## config.mk

```make
export PLATFORM = sky130hd
export DESIGN_NAME = activity_watchdog
export DESIGN_NICKNAME = d
export VERILOG_FILES = /design/src/rtl/wdt_pkg.sv /design/src/rtl/wdt_regs.sv /design/src/rtl/wdt_reload_delay.sv /design/src/rtl/wdt_countdown.sv /design/src/rtl/activity_watchdog.sv
export SDC_FILE = /design/constraint.sdc
export NUM_CORES = 1
export LEC_CHECK = 0
export ABC_AREA = 0
export BUFFER_PORTS_ARGS = -buffer_cell sky130_fd_sc_hd__buf_2
export CORE_MARGIN = 4
export CORE_UTILIZATION = 50
export CTS_BUF_LIST = sky130_fd_sc_hd__clkbuf_8
export DETAILED_ROUTE_END_ITERATION = 7
export PLACE_DENSITY = 0.74
export SLEW_MARGIN = 20
export SYNTH_ARGS = -nofsm -noshare
export SYNTH_HDL_FRONTEND = slang
export SYNTH_HIERARCHICAL = 1
export SYNTH_SLANG_ARGS = --single-unit
export TNS_END_PERCENT = 20
```

## constraint.sdc

```tcl
create_clock -name clk -period 2.6 [get_ports clk]
set_input_delay 0.13 -clock clk [delete_from_list [all_inputs] [get_ports clk]]
set_output_delay 0.13 -clock clk [all_outputs]
set_load 0.05 [all_outputs]
```

## src/rtl/wdt_pkg.sv

```systemverilog
package wdt_pkg;
  typedef enum logic [1:0] {
    A_CTRL = 2'd0,
    A_CFG  = 2'd1,
    A_VLO  = 2'd2,
    A_VHI  = 2'd3
  } wdt_addr_e;

  localparam int CTL_STAT  = 0;
  localparam int CTL_FORCE = 1;
  localparam int CFG_SEC   = 7;
  localparam int CFG_KRST  = 6;
  localparam int CFG_PRST  = 4;
endpackage

```

## src/rtl/wdt_regs.sv

```systemverilog
module wdt_regs
  import wdt_pkg::*;
#(
  parameter int CNT_W = 16
) (
  input  logic             clk,
  input  logic             rst_n,
  input  logic             wr,
  input  logic [1:0]       addr,
  input  logic [7:0]       wdata,
  input  logic             expire,
  input  logic [CNT_W-1:0] count,
  output logic [7:0]       rdata,
  output logic [3:0]       src_en,
  output logic             unit_sec,
  output logic             krst_en,
  output logic             prst_en,
  output logic [3:0]       irq_line,
  output logic             load_req,
  output logic [CNT_W-1:0] load_val,
  output logic             force_req
);
  logic [3:0] src_q, src_d;
  logic       stat_q, stat_d;
  logic [7:0] cfg_q, cfg_d;
  logic [7:0] rd_hi;
  logic       wr_ctl, wr_cfg;

  assign wr_ctl    = wr && (addr == A_CTRL);
  assign wr_cfg    = wr && (addr == A_CFG);
  assign load_req  = wr && (addr == A_VLO);
  assign force_req = wr_ctl && wdata[CTL_FORCE];

  generate
    if (CNT_W > 8) begin : g_wide
      logic [CNT_W-9:0] hi_q, hi_d;
      always_comb begin
        hi_d = hi_q;
        if (wr && (addr == A_VHI)) hi_d = wdata[CNT_W-9:0];
      end
      always_ff @(posedge clk or negedge rst_n) begin
        if (!rst_n) hi_q <= '0;
        else        hi_q <= hi_d;
      end
      assign load_val = {hi_q, wdata};
      assign rd_hi    = 8'(count[CNT_W-1:8]);
    end else begin : g_narrow
      assign load_val = wdata[CNT_W-1:0];
      assign rd_hi    = 8'h00;
    end
  endgenerate

  always_comb begin
    src_d  = src_q;
    cfg_d  = cfg_q;
    stat_d = stat_q;
    if (wr_ctl) begin
      src_d = wdata[7:4];
      if (!wdata[CTL_STAT]) stat_d = 1'b0;
    end
    if (expire) stat_d = 1'b1;
    if (wr_cfg) cfg_d = wdata;
  end

  always_ff @(posedge clk or negedge rst_n) begin
    if (!rst_n) begin
      src_q  <= '0;
      cfg_q  <= '0;
      stat_q <= 1'b0;
    end else begin
      src_q  <= src_d;
      cfg_q  <= cfg_d;
      stat_q <= stat_d;
    end
  end

  always_comb begin
    unique case (addr)
      A_CTRL:  rdata = {src_q, 3'b000, stat_q};
      A_CFG:   rdata = cfg_q;
      A_VLO:   rdata = count[7:0];
      default: rdata = rd_hi;
    endcase
  end

  assign src_en   = src_q;
  assign unit_sec = cfg_q[CFG_SEC];
  assign krst_en  = cfg_q[CFG_KRST];
  assign prst_en  = cfg_q[CFG_PRST];
  assign irq_line = cfg_q[3:0];


  status_set_chk: assert property (@(posedge clk) disable iff (!rst_n)
    expire |=> stat_q);
endmodule

```

## src/rtl/wdt_reload_delay.sv

```systemverilog
module wdt_reload_delay #(
  parameter int RELOAD_DLY = 4
) (
  input  logic clk,
  input  logic rst_n,
  input  logic trig,
  output logic fire
);
  localparam int DW = (RELOAD_DLY < 2) ? 1 : $clog2(RELOAD_DLY);

  logic          busy_q, busy_d;
  logic [DW-1:0] dcnt_q, dcnt_d;

  assign fire = busy_q && (dcnt_q == '0);

  always_comb begin
    busy_d = busy_q;
    dcnt_d = dcnt_q;
    if (busy_q) begin
      if (fire) busy_d = 1'b0;
      else      dcnt_d = dcnt_q - 1'b1;
    end else if (trig) begin
      busy_d = 1'b1;
      dcnt_d = DW'(RELOAD_DLY - 1);
    end
  end

  always_ff @(posedge clk or negedge rst_n) begin
    if (!rst_n) begin
      busy_q <= 1'b0;
      dcnt_q <= '0;
    end else begin
      busy_q <= busy_d;
      dcnt_q <= dcnt_d;
    end
  end


  arm_src_chk: assert property (@(posedge clk) disable iff (!rst_n)
    $rose(busy_q) |-> $past(trig));
endmodule

```

## src/rtl/wdt_countdown.sv

```systemverilog
module wdt_countdown #(
  parameter int CNT_W   = 16,
  parameter int MIN_DIV = 60,
  parameter int PULSE_W = 4
) (
  input  logic             clk,
  input  logic             rst_n,
  input  logic             sec_tick,
  input  logic             unit_sec,
  input  logic             load_req,
  input  logic [CNT_W-1:0] load_val,
  input  logic             reload,
  input  logic             force_req,
  output logic [CNT_W-1:0] count,
  output logic             running,
  output logic             expire,
  output logic             pulse_on
);
  localparam int PW  = $clog2(MIN_DIV);
  localparam int PCW = $clog2(PULSE_W + 1);

  logic [CNT_W-1:0] cnt_q, cnt_d, val_q, val_d;
  logic             run_q, run_d;
  logic [PW-1:0]    pre_q, pre_d;
  logic [PCW-1:0]   pls_q, pls_d;
  logic             unit_tick, reload_eff;

  always_comb begin
    reload_eff = reload && run_q;
    unit_tick  = sec_tick && (unit_sec || (pre_q == PW'(MIN_DIV - 1)));
    expire     = force_req ||
                 (run_q && unit_tick && (cnt_q == CNT_W'(1)) && !load_req && !reload_eff);
    cnt_d = cnt_q;
    run_d = run_q;
    val_d = val_q;
    if (force_req) begin
      cnt_d = '0;
      run_d = 1'b0;
    end else if (load_req) begin
      val_d = load_val;
      cnt_d = load_val;
      run_d = |load_val;
    end else if (reload_eff) begin
      cnt_d = val_q;
    end else if (run_q && unit_tick) begin
      cnt_d = cnt_q - 1'b1;
      if (cnt_q == CNT_W'(1)) run_d = 1'b0;
    end
    if (load_req || reload_eff || unit_sec) pre_d = '0;
    else if (sec_tick) pre_d = (pre_q == PW'(MIN_DIV - 1)) ? '0 : pre_q + 1'b1;
    else pre_d = pre_q;
    if (expire)           pls_d = PCW'(PULSE_W);
    else if (pls_q != '0) pls_d = pls_q - 1'b1;
    else                  pls_d = pls_q;
  end

  always_ff @(posedge clk or negedge rst_n) begin
    if (!rst_n) begin
      cnt_q <= '0;
      val_q <= '0;
      run_q <= 1'b0;
      pre_q <= '0;
      pls_q <= '0;
    end else begin
      cnt_q <= cnt_d;
      val_q <= val_d;
      run_q <= run_d;
      pre_q <= pre_d;
      pls_q <= pls_d;
    end
  end

  assign count    = cnt_q;
  assign running  = run_q;
  assign pulse_on = (pls_q != '0);


  idle_zero_chk: assert property (@(posedge clk) disable iff (!rst_n)
    !run_q |-> (cnt_q == '0));

  no_count_up_chk: assert property (@(posedge clk) disable iff (!rst_n)
    (run_q && !load_req && !reload_eff) |=> (cnt_q <= $past(cnt_q)));

  pulse_src_chk: assert property (@(posedge clk) disable iff (!rst_n)
    $rose(pls_q != '0) |-> $past(expire));
endmodule

```

## src/rtl/activity_watchdog.sv

```systemverilog
module activity_watchdog #(
  parameter int CNT_W      = 16,
  parameter int MIN_DIV    = 60,
  parameter int PULSE_W    = 4,
  parameter int RELOAD_DLY = 4
) (
  input  logic       clk,
  input  logic       rst_n,
  input  logic       reg_wr,
  input  logic [1:0] reg_addr,
  input  logic [7:0] reg_wdata,
  output logic [7:0] reg_rdata,
  input  logic       sec_tick,
  input  logic       ir_evt,
  input  logic       mouse_evt,
  input  logic       kbd_evt,
  input  logic       port_rd,
  output logic       kbd_rst_o,
  output logic       pwr_rst_o,
  output logic [3:0] irq_line_o
);
  logic [3:0]       src_en;
  logic             unit_sec, krst_en, prst_en;
  logic             load_req, force_req, expire, running, pulse_on;
  logic [CNT_W-1:0] load_val, count;
  logic             trig, fire;

  wdt_regs #(.CNT_W(CNT_W)) u_regs (
    .clk(clk), .rst_n(rst_n), .wr(reg_wr), .addr(reg_addr), .wdata(reg_wdata),
    .expire(expire), .count(count), .rdata(reg_rdata), .src_en(src_en),
    .unit_sec(unit_sec), .krst_en(krst_en), .prst_en(prst_en),
    .irq_line(irq_line_o), .load_req(load_req), .load_val(load_val),
    .force_req(force_req)
  );

  assign trig = running && |(src_en & {ir_evt, mouse_evt, kbd_evt, port_rd});

  wdt_reload_delay #(.RELOAD_DLY(RELOAD_DLY)) u_dly (
    .clk(clk), .rst_n(rst_n), .trig(trig), .fire(fire)
  );

  wdt_countdown #(.CNT_W(CNT_W), .MIN_DIV(MIN_DIV), .PULSE_W(PULSE_W)) u_cnt (
    .clk(clk), .rst_n(rst_n), .sec_tick(sec_tick), .unit_sec(unit_sec),
    .load_req(load_req), .load_val(load_val), .reload(fire),
    .force_req(force_req), .count(count), .running(running),
    .expire(expire), .pulse_on(pulse_on)
  );

  assign kbd_rst_o = pulse_on && krst_en;
  assign pwr_rst_o = pulse_on && prst_en;
endmodule

```

* Word-level counts from Yosys, hierarchy flattened
Index checks and enable logic that the tools add are counted.
** Cells by class
- Bitwise operators :: 2
- Add/subtract/negate cells :: 4
- Equality and inequality tests :: 8
- Reductions and logical operators :: 37
- Muxes and demuxes :: 24
** Operators by type and width (number)
- two-way mux 16 bit :: 4
- one-hot mux 8 bit (3 select lines) :: 1
- two-way mux 6 bit :: 3
- == test 16 x 1 -> 1 bit, second input constant :: 1
- OR reduction 16 bit :: 1
- subtractor 16 x 1 -> 16 bit, second input constant :: 1
- logical AND 1 bit :: 15
- two-way mux 1 bit :: 11
- nonzero test 3 bit :: 3
- nonzero test 2 bit :: 4
- adder 6 x 1 -> 6 bit, second input constant :: 1
- == test 6 bit, second input constant :: 1
- two-way mux 2 bit :: 3
- two-way mux 3 bit :: 2
- AND reduction 2 bit :: 3
- bitwise AND 4 bit :: 1
- == test 2 bit, second input constant :: 2
- zero test 2 bit :: 2
- logical OR 1 bit :: 4
- nonzero test 4 bit :: 1
- OR reduction 4 bit :: 1
- != test 3 x 1 -> 1 bit, second input constant :: 1
- AND reduction 3 bit :: 1
- subtractor 3 x 1 -> 3 bit, second input constant :: 1
- other kinds (6) :: 7
** Word-level totals
- Word-level logic and storage cells :: 86
- Output and inout bits :: 14
- Bits of input ports :: 18
- Bits in registers :: 66

* Depth between registers and ports, before layout
- Depth in word-level cells :: 10
- Depth in mapped cells :: 10
- Mapped depth without buffers :: 9

* Cells and area by module
Netlist, hierarchy kept.
** By module, submodules not included
- wdt_countdown :: area an instance 2511.2 sq um, times used 1, cells each 293
- wdt_regs :: area an instance 1142.3 sq um, times used 1, cells each 75
- wdt_reload_delay :: area an instance 148.9 sq um, times used 1, cells each 15
- activity_watchdog :: area an instance 35.0 sq um, times used 1, cells each 5

* Least setup slack after synthesis
Ideal clock, no wire load.
- Path kind :: register -> register
- Start point :: register u_dly.dcnt_q[0]
- End point :: register u_regs.stat_q
- Cell stages (with the launch flop) :: 10
- Period minus slack after synthesis :: 2.084 ns
- Path slack :: 0.516 ns
- Library setup time :: 0.077 ns
- Arrival time :: 2.007 ns
- Cells stage by stage :: dfrtp_1 -> inv_1 -> ha_1 -> and2_4 -> nor4b_1 -> nand2_1 -> or4b_1 -> o21bai_2 -> nor2_1 -> a21oi_1
** Between the ends
- Cells in the longest elaborated chain, start to end :: 8
- Elaborated cells between the ends (all ways) :: 10
** Ends and longest elaborated chain
- start, declared :: line wdt_reload_delay.sv:12 : logic [DW-1:0] dcnt_q, dcnt_d;
- start signal, assigned :: line wdt_reload_delay.sv:34 : dcnt_q <= dcnt_d;
- zero test 2 bit (*) :: line wdt_reload_delay.sv:14 : assign fire = busy_q && (dcnt_q == '0);
- logical AND 1 bit (*) :: line wdt_reload_delay.sv:14
- named net fire :: line activity_watchdog.sv:26 : logic trig, fire;
- logical AND 1 bit (*) :: line wdt_countdown.sv:29 : reload_eff = reload && run_q;
- zero test 1 bit (*) :: line wdt_countdown.sv:32 : (run_q && unit_tick && (cnt_q == CNT_W'(1)) && !load_req && !reload_eff);
- logical AND 1 bit (*) :: line wdt_countdown.sv:32
- logical OR 1 bit (*) :: line wdt_countdown.sv:31 : expire = force_req ||
- named net expire :: line activity_watchdog.sv:24 : logic load_req, force_req, expire, running, pulse_on;
- != test 2 x 1 -> 1 bit (no line) or nonzero test 2 bit (tied branches)
- AND reduction 2 bit (no line)
- end signal, assigned :: line wdt_regs.sv:73 : stat_q <= stat_d;
- end, declared :: line wdt_regs.sv:24 : logic stat_q, stat_d;
The timed path passes the listed nets; every way through them passes the cells marked *.
A chain may end at the register's enable or synchronous reset.

* Worst setup path after layout
Ends and elaborated chain as after synthesis.

==> qor.txt <==
CLOCK TREE
------------------------------------------------------------------------------------
Post-CTS setup buffer count ...........................................            0
Clock tree buffer depth ...............................................            2
CTS H-Tree Depth ......................................................            3
CTS clk-pin slew, worst paths .........................................      0.07 ns
Clock tree from TritonCTS .............................................        built
Clock insertion delay at the later pin of the skew report .............      0.35 ns
Root buffer cell ...................................................... sky130_fd_sc_hd__clkbuf_8
Sink count of the clock tree ..........................................           66
Number of buffers added by the clock tree synthesis step ..............            9

DIE
------------------------------------------------------------------------------------
Top Ports .............................................................           32
Height of the chip ....................................................      95.6 um
Floorplan row count ...................................................           31
Die Span X ............................................................      95.6 um
Die outline area ......................................................    9140 um^2
Core box area .........................................................    7370 um^2
Initial core utilization ..............................................        0.521

SETUP PATH
------------------------------------------------------------------------------------
Critical path launch point type .......................................     register
Crit-path max FO ......................................................            9
Req. time, crit path ..................................................      2.88 ns
Reg-to-Reg End ........................................................ u_regs/stat_q$_DFFE_PN0P_
R2r worst-path depth ..................................................            9
Classification of the worst setup path ................................      reg2reg
Crit path capture type ................................................     register
Data arrival at the endpoint of the critical path .....................      2.66 ns
Reg2Reg Launch Point .................................................. u_dly/dcnt_q[0]$_DFFE_PN0P_
Setup slack, reg-to-reg ...............................................      0.22 ns

SYNTH
------------------------------------------------------------------------------------
Number of enable-type register cells in the synthesized netlist .......            0
Top cell type's share of synthesized area .............................        0.430
YS warnings ...........................................................            6
Distinct cells, synth .................................................           58
Top flip-flop cell by instance count after synthesis .................. sky130_fd_sc_hd__dfrtp_1
Post-Synthesis Mean Instance Area .....................................    9.89 um^2
Syn Inst Count ........................................................          388
Proportion of synthesized flip-flops having asynchronous set or reset .         1.00
Post-synthesis sequential element count ...............................           66
Register area share after synthesis ...................................        0.430
Area leader, netlist .................................................. sky130_fd_sc_hd__dfrtp_1
Cell Area, Synth ......................................................    3840 um^2
Ranking of synthesized cells by area .................................. sky130_fd_sc_hd__dfrtp_1 43%, sky130_fd_sc_hd__mux2_2 7.0%, sky130_fd_sc_hd__nand2_1 6.6%
Syn nets ..............................................................          412

GLOBAL ROUTE
------------------------------------------------------------------------------------
Vias in the first global route ........................................        2,981
Total global routing track utilization ................................        0.226
Largest net degree at the start of global routing .....................           47
Number of antenna violations at the first check in global routing .....            0
Wire length of the first global-routing pass ..........................    15,500 um
Total congestion overflow after global routing ........................            0

TIMING
------------------------------------------------------------------------------------
Hold Worst Slack ......................................................    0.0547 ns
Final setup TNS .......................................................         0 ns
Endpoints failing hold ................................................            0
Unrepaired setup endpoints after global routing .......................        false
Worst slew pin tran ...................................................     0.717 ns
Slew margin rel. ......................................................        0.517
Time the final worst path needs with I/O delays and setup .............      2.38 ns
Endpoints failing setup ...............................................            0
Period utilisation layout .............................................        0.916
Clock skew ............................................................    0.0117 ns
Final max-slew violation count ........................................            0
Achievable clock frequency ............................................      420 MHz

ROUTING
------------------------------------------------------------------------------------
DR vias/cell ..........................................................         6.03
WL per Instance .......................................................      18.6 um
DRT iter0 DRCs ........................................................          262
Antenna viol nets, final ..............................................            0
Number of optimization iterations in the first detailed-route pass ....            5
Total via count in the routed design ..................................        3,112
Remaining DRCs ........................................................            0
Total wire length .....................................................      9600 um

POWER
------------------------------------------------------------------------------------
Maximum ir drop on the vdd rail .......................................   0.000533 V
Power per Cell Area ...................................................  988 nW/um^2
Leak Pwr ..............................................................      1.97 nW

FLOW RUN
------------------------------------------------------------------------------------
Max-Cap Viols .........................................................            0

MIN PATH
------------------------------------------------------------------------------------
Min-Delay Startpoint .................................................. reg_wdata[2]
Sink of the worst hold path ........................................... u_cnt/val_q[2]$_DFFE_PN0P_
Worst hold stages .....................................................            3
Class of the worst hold path ..........................................       in2reg

CELLS AND AREA
------------------------------------------------------------------------------------
Non-filler cells in the finished layout ...............................          516
Number of nets at the end of the flow .................................          438
Share of post-route cells with drive strength above 1 .................        0.233
Antenna diode count ...................................................            0
Syn-to-layout area delta ..............................................        9.75%

PLACED DESIGN
------------------------------------------------------------------------------------
Routability-driven placement congestion ratio .........................        0.972
Post-DP HPWL ..........................................................      6970 um
Number of placed instances with taps included .........................          501
Port Buffers ..........................................................           31

RUN STATUS
------------------------------------------------------------------------------------
Outcome ............................................................... complete, no violations

==> final cells by class <==
cell class	instances	area (um^2)
multi-input cells	282	1970
flip-flops and latches	66	1650
inverters	12	45.0
clock buffers	9	124
clock inverters	5	48.8
fillers	662	3160
repair buffers	43	250
well taps	99	124
==> worst max-delay path, cell delays in order, from the launching register on <==
cell and delay [ns]:
sky130_fd_sc_hd__dfrtp_1 0.39, sky130_fd_sc_hd__inv_1 0.06, sky130_fd_sc_hd__ha_1 0.23, sky130_fd_sc_hd__and2_4 0.19
sky130_fd_sc_hd__nor4b_1 0.33, sky130_fd_sc_hd__nand2_1 0.12, sky130_fd_sc_hd__or4b_1 0.59, sky130_fd_sc_hd__o21bai_4 0.21
sky130_fd_sc_hd__nor2_1 0.07, sky130_fd_sc_hd__a21oi_1 0.13
==> synth_stat cells (3+ instances only) <==
cell                        n
sky130_fd_sc_hd__nand4_1    4
sky130_fd_sc_hd__inv_1     12
sky130_fd_sc_hd__xnor2_1    5
sky130_fd_sc_hd__mux2i_1    3
sky130_fd_sc_hd__nor2b_1    5
sky130_fd_sc_hd__o21ai_0   10
sky130_fd_sc_hd__nor4_1     5
sky130_fd_sc_hd__nand3_1    9
sky130_fd_sc_hd__a211o_1    4
sky130_fd_sc_hd__nor2_1    38
sky130_fd_sc_hd__nor3b_1    3
sky130_fd_sc_hd__o31ai_1    6
sky130_fd_sc_hd__mux4_1     5
sky130_fd_sc_hd__and2_1     5
sky130_fd_sc_hd__nand2_1   67
sky130_fd_sc_hd__a22o_1     7
sky130_fd_sc_hd__a211oi_1   8
sky130_fd_sc_hd__mux2_2    24
sky130_fd_sc_hd__a221oi_1   3
sky130_fd_sc_hd__a221o_1    4
sky130_fd_sc_hd__buf_4     16
sky130_fd_sc_hd__clkbuf_1  10
sky130_fd_sc_hd__nand2b_1   3
sky130_fd_sc_hd__ha_1       6
sky130_fd_sc_hd__xor2_1     4
sky130_fd_sc_hd__a22oi_1    3
sky130_fd_sc_hd__a21oi_1   14
sky130_fd_sc_hd__dfrtp_1   66
==> how the worst max path moves through the flow <==
stage / from / end / slack [ns]
3_3_place_gp: u_dly/dcnt_q[0]$_DFFE_PN0P_ / u_regs/stat_q$_DFFE_PN0P_ / 0.41
6_report: u_dly/dcnt_q[0]$_DFFE_PN0P_ / u_regs/stat_q$_DFFE_PN0P_ / 0.22
2_1_floorplan: u_dly/dcnt_q[0]$_DFFE_PN0P_ / u_regs/stat_q$_DFFE_PN0P_ / 0.52
5_1_grt: u_dly/dcnt_q[0]$_DFFE_PN0P_ / u_regs/stat_q$_DFFE_PN0P_ / 0.02
3_5_place_dp: u_dly/dcnt_q[0]$_DFFE_PN0P_ / u_regs/stat_q$_DFFE_PN0P_ / 0.20
4_1_cts: u_dly/dcnt_q[0]$_DFFE_PN0P_ / u_regs/stat_q$_DFFE_PN0P_ / 0.19
==> power by group <==
part	switching, mW	internal [mW]	total [mW]
Clock	0.382	0.423	0.806
Combinational	0.975	0.693	1.67
Sequential	0.371	1.31	1.69
==> per-layer routing <==
layer / global-route usage / up-vias / share of wire
met2: 0.324 / 145 / 0.45
met1: 0.325 / 1505 / 0.46
li1: - / 1431 / -
met4: 0.118 / 0 / 0.031
met5: 0 / - / 0
met3: 0.0410 / 31 / 0.063
==> flip-flops by register name, indices dropped and copies added (netlist names) <==
register	flops
u_dly/busy_q	1
u_regs/cfg_q	8
u_regs/src_en	4
u_cnt/val_q	16
u_cnt/count	16
u_dly/dcnt_q	2
u_cnt/running	1
u_cnt/pre_q	6
u_cnt/pls_q	3
u_regs/stat_q	1
u_regs/g_wide.hi_q	8
==> per-stage QoR <==
stage / total power [mW] / utilization / area (um^2) / worst slack, ns
after global routing: 4.41 / 0.571 / 4210 / 0.0226
after global placement: 3.28 / 0.545 / 4020 / 0.408
after floorplan: 2.92 / - / 3840 / 0.516
after detailed placement: 3.34 / 0.545 / 4020 / 0.204
final: 4.16 / 0.571 / 4210 / 0.218
after CTS: 4.15 / 0.570 / 4200 / 0.191
==> repair_timing <==
| item | in CTS | in global routing |
|---|---|---|
| hold endpoints to repair | 38 | 0 |
| endpoints found under the setup margin | 0 | 1 |
| gates resized for setup | 0 | 1 |
| hold buffers | 1 | 0 |
==> cell usage in the layout (no fill, tap or decap), types with 7 or more instances in the layout <==
cell / count
sky130_fd_sc_hd__inv_1: 13
sky130_fd_sc_hd__a21oi_1: 14
sky130_fd_sc_hd__o21ai_0: 10
sky130_fd_sc_hd__nand2_1: 67
sky130_fd_sc_hd__nand3_1: 9
sky130_fd_sc_hd__nor2_1: 38
sky130_fd_sc_hd__mux2_2: 24
sky130_fd_sc_hd__dfrtp_1: 66
sky130_fd_sc_hd__a211oi_1: 8
sky130_fd_sc_hd__a22o_1: 7
sky130_fd_sc_hd__clkbuf_8: 9
sky130_fd_sc_hd__buf_4: 12
sky130_fd_sc_hd__buf_2: 30
==> cells by family (layout without fill, tap and decap cells) <==
kind of cell,after synthesis,after routing,synth area share
AO/OA/AOI/OAI,74,74,0.142
buffers and inverters,40,69,0.0587
XOR/XNOR,9,9,0.0205
adder cells (fa/ha/maj),6,6,0.0196
flip-flops,66,66,0.430
multiplexers,32,32,0.112
AND/OR/NAND/NOR,161,161,0.216
Power figures use the tool's default switching activity.
